**src/rtl/ldchk_pkg.sv**
```systemverilog
package ldchk_pkg;
    // Address bits below this index select a byte within a word and are not compared.
    parameter int unsigned WORD_OFS = 2;

    typedef enum logic [1:0] {
        ACT_KEEP  = 2'd0,
        ACT_SET   = 2'd1,
        ACT_CLEAR = 2'd2
    } probe_act_e;
endpackage

```
**src/rtl/ldchk_probe_cell.sv**
```systemverilog
module ldchk_probe_cell
    import ldchk_pkg::*;
#(
    parameter int unsigned ADDR_W = 32,
    parameter int unsigned ROB_W  = 6,
    localparam int unsigned PROD_W = ROB_W + 1
) (
    input  logic              ent_vld,
    input  logic [ADDR_W-1:0] ent_addr,
    input  logic [PROD_W-1:0] ent_prod,
    input  logic              probe_valid,
    input  logic [ADDR_W-1:0] probe_addr,
    input  logic [ROB_W-1:0]  probe_store_id,
    output probe_act_e        act
);
    logic same_word;
    logic is_producer;

    assign same_word   = ent_addr[ADDR_W-1:WORD_OFS] == probe_addr[ADDR_W-1:WORD_OFS];
    // The top bit of a store ID is zero, so a memory-served entry never matches.
    assign is_producer = ent_prod == {1'b0, probe_store_id};

    always_comb begin
        act = ACT_KEEP;
        if (ent_vld && probe_valid && same_word) begin
            act = is_producer ? ACT_CLEAR : ACT_SET;
        end
    end
endmodule

```
**config.mk**
```make
export PLATFORM = sky130hd
export DESIGN_NAME = ldchk_probe_cell
export DESIGN_NICKNAME = d
export VERILOG_FILES = /design/src/rtl/ldchk_pkg.sv /design/src/rtl/ldchk_probe_cell.sv
export SDC_FILE = /design/constraint.sdc
export NUM_CORES = 1
export LEC_CHECK = 0
export BUFFER_PORTS_ARGS = -buffer_cell sky130_fd_sc_hd__buf_2
export CAP_MARGIN = 20
export CORE_MARGIN = 5
export CORE_UTILIZATION = 29
export DETAILED_ROUTE_END_ITERATION = 7
export PLACE_DENSITY_LB_ADDON = 0.1
export SYNTH_ARGS = -nofsm -noshare
export SYNTH_HDL_FRONTEND = slang
export SYNTH_SLANG_ARGS = --single-unit
```
**constraint.sdc**
```tcl
create_clock -name vclk -period 3.1
set_clock_uncertainty 0.15 [all_clocks]
set_input_delay 0.62 -clock vclk [all_inputs]
set_output_delay 0.62 -clock vclk [all_outputs]
set_load 0.01 [all_outputs]
```
==> qor.txt <==
==================================================================================
Fraction of the mapped netlist area in compound gates                           0%
Initial antenna violation count                                                  0
Number of buffers inserted by port buffering                                    77
Flip-flop and latch count                                                        0
Routed vias                                                                    621
Total GRT Usage                                                              11.3%
Proportion of synthesized area in mux cells                                     0%
Congestion Overflow GR                                                           0
Sequential Area                                                              0 um2
Top cells by area, synth                                              sky130_fd_sc_hd__xor2_1 46%, sky130_fd_sc_hd__xnor2_1 29%, sky130_fd_sc_hd__nor4_1 8.9%
Post-synthesis instance area                                               420 um2
Maximum number of pins on one net before global-route repair                     3
Count of final max-slew check failures                                           0
Share of synthesized area occupied by flip-flops and latches                    0%
Arrival time at the worst endpoint                                         1.87 ns
Die area                                                               0.00231 mm2
Period Utilization, post-route                                               85.2%
1st-iter DRT viols                                                               0
Max-cap violation count                                                          0
Worst setup path class                                                      in2out
Highest-delay cell along the critical path                            sky130_fd_sc_hd__nor4_1
Die Y-Extent                                                               48.1 um
Worst-case setup slack after placement                                    0.445 ns
Part of the total power dissipated in sequential elements                       0%
Mean instance size in the synthesized netlist                             8.24 um2
Max incr delay on CP                                                       0.31 ns
Switching power total                                                  0.0000348 W
Count of standard-cell rows                                                     13
Lkg Pwr                                                                   0.450 nW
Worst path setup slack after routing                                      0.459 ns
Starting Density                                                             31.5%
DRC errors left                                                                  0
Leading cell types by count after synthesis                           22 x sky130_fd_sc_hd__xor2_1, 14 x sky130_fd_sc_hd__xnor2_1, 6 x sky130_fd_sc_hd__nor4_1
Number of resized instances in the post-cts repair step                          0
Final Wtd Congestion                                                         0.604
Setup repair after global routing missed its margin                             no
Clock network power share                                                       0%
Dominant combinational cell family by area after synthesis            XOR/XNOR gates
Routed WL                                                                  1430 um
Signed area change from the synthesized netlist to the final layout          96.1%
Post-layout minimum cycle time                                             2.64 ns
Setup violations, final                                                          0
CTS Hold Buffers Added                                                           0
Number of detailed-route iterations in the first pass                            1
Post-synthesis cell type with the largest combined area               sky130_fd_sc_hd__xor2_1
Final hold violation count                                                       0
Most frequent cell after synthesis                                    sky130_fd_sc_hd__xor2_1
Fraction of the mapped netlist area in simple logic gates                    25.0%
Fraction of final layout cells sized beyond drive strength 1                 61.7%
Post-CTS setup buffers                                                           0
Power density of the placed cells                                       114 mW/mm2
Max-slew headroom                                                            81.5%
Die width                                                                  48.1 um
Core Area                                                              0.00133 mm2
Fraction of post-synthesis cell area in the top cell type by area            45.8%
Wire length of the first global-routing pass                               2000 um
Via count normalized by instance count                                        4.34
Sum of negative setup slack                                                   0 ns
Area share of fa/ha/maj cells after synthesis                                   0%
Number of nets in the layout                                                   209
I/O pin count                                                                   81
Transition time at the pin with the least slew margin                     0.275 ns
Post-placement cell area                                                   825 um2
Cell with the most instances on the worst path                        sky130_fd_sc_hd__buf_2
Logic pwr share                                                             100.0%
Post-Synth XOR/XNOR Area                                                     75.0%
Number of different library cells in the post-synthesis netlist                  9
Yosys warnings                                                                   0
CP endpoint kind                                                      primary output
Wire length per cell                                                       10.0 um
Via count of the first global-routing pass                                     583
Worst IR drop on VDD                                                     0.0590 mV
Crit path cell chain                                                  buf_2 -> xor2_1 -> nor4_1 -> nand4_1 -> nor4_2 -> and2_1 -> buf_2
Placed wire-length estimate                                                1390 um
CP required                                                                2.33 ns
Sw Ratio                                                                     37.0%
Final Cell Area                                                            825 um2
Nets in the synthesized netlist                                                130
Antenna cells                                                                    0
Worst-path fanout max                                                            2
Cell-internal power                                                    0.0000591 W
Layout clock buffers                                                             0
Worst Hold Class                                                            in2out
Run status                                                            finished, final reports clean
Number of fill cells                                                           127
Category of the worst setup path launch point                           input port
Highest Clock Rate                                                         379 MHz
Cells after synthesis                                                           51
Post-DRT Antenna Nets                                                            0
==================================================================================
[placed cells by master, fill, tap and decap left out, drive strengths merged]
cell type	n
buf	77
nor4	7
xnor2	14
and2	1
and2b	1
xor2	22
nand4	5
nand2	1
[cell type report]
cell class,count,area [um2],area share (%)
multi-input combinational,51,420,51.0
timing repair buffer,77,385,46.7
tap,15,18.8,2.28
[through the flow]
step / hold slack [ns] / total power [W] / util (%) / instances
after global routing: 1.56 / 0.000105 / 61.8 / 143
after global placement: 1.53 / 0.0000926 / 61.8 / 143
after detailed placement: 1.53 / 0.0000951 / 61.8 / 143
after CTS: 1.54 / 0.0000954 / 61.8 / 143
final: 1.53 / 0.0000939 / 61.8 / 143
after floorplan: 1.35 / 0.0000387 / - / 51
[final timing paths]
check / slack (ns) / cells after the start / from / end
hold / removal: 1.53 / 5 / ent_prod[6] / act[0]
setup / recovery: 0.46 / 7 / probe_addr[26] / act[0]
[cells by family after synthesis]
group	after synthesis
xor+xnor	36
simple gates	15
[critical path, delay by kind of cell]
| kind | cells | cell delay (ns) |
|---|---|---|
| buf+inv | 2 | 0.23 |
| xor+xnor | 1 | 0.15 |
| simple gates | 4 | 0.88 |
[power by group through the flow]
stage                     Clock, W  Combinational [W]  Sequential [W]
after floorplan                  0          0.0000387               0
after global placement           0          0.0000926               0
after detailed placement         0          0.0000951               0
after CTS                        0          0.0000954               0
after global routing             0           0.000105               0
final                            0          0.0000939               0
[layer usage]
layer / up-vias / part of all wire, % / track usage (%)
met1: 249 / 30 / 12.4
met2: 41 / 52 / 23.5
li1: 331 / - / -
met4: 0 / 0 / 0
met3: 0 / 18 / 1.50
met5: - / 0 / 0
Power figures use the tool's default switching activity.
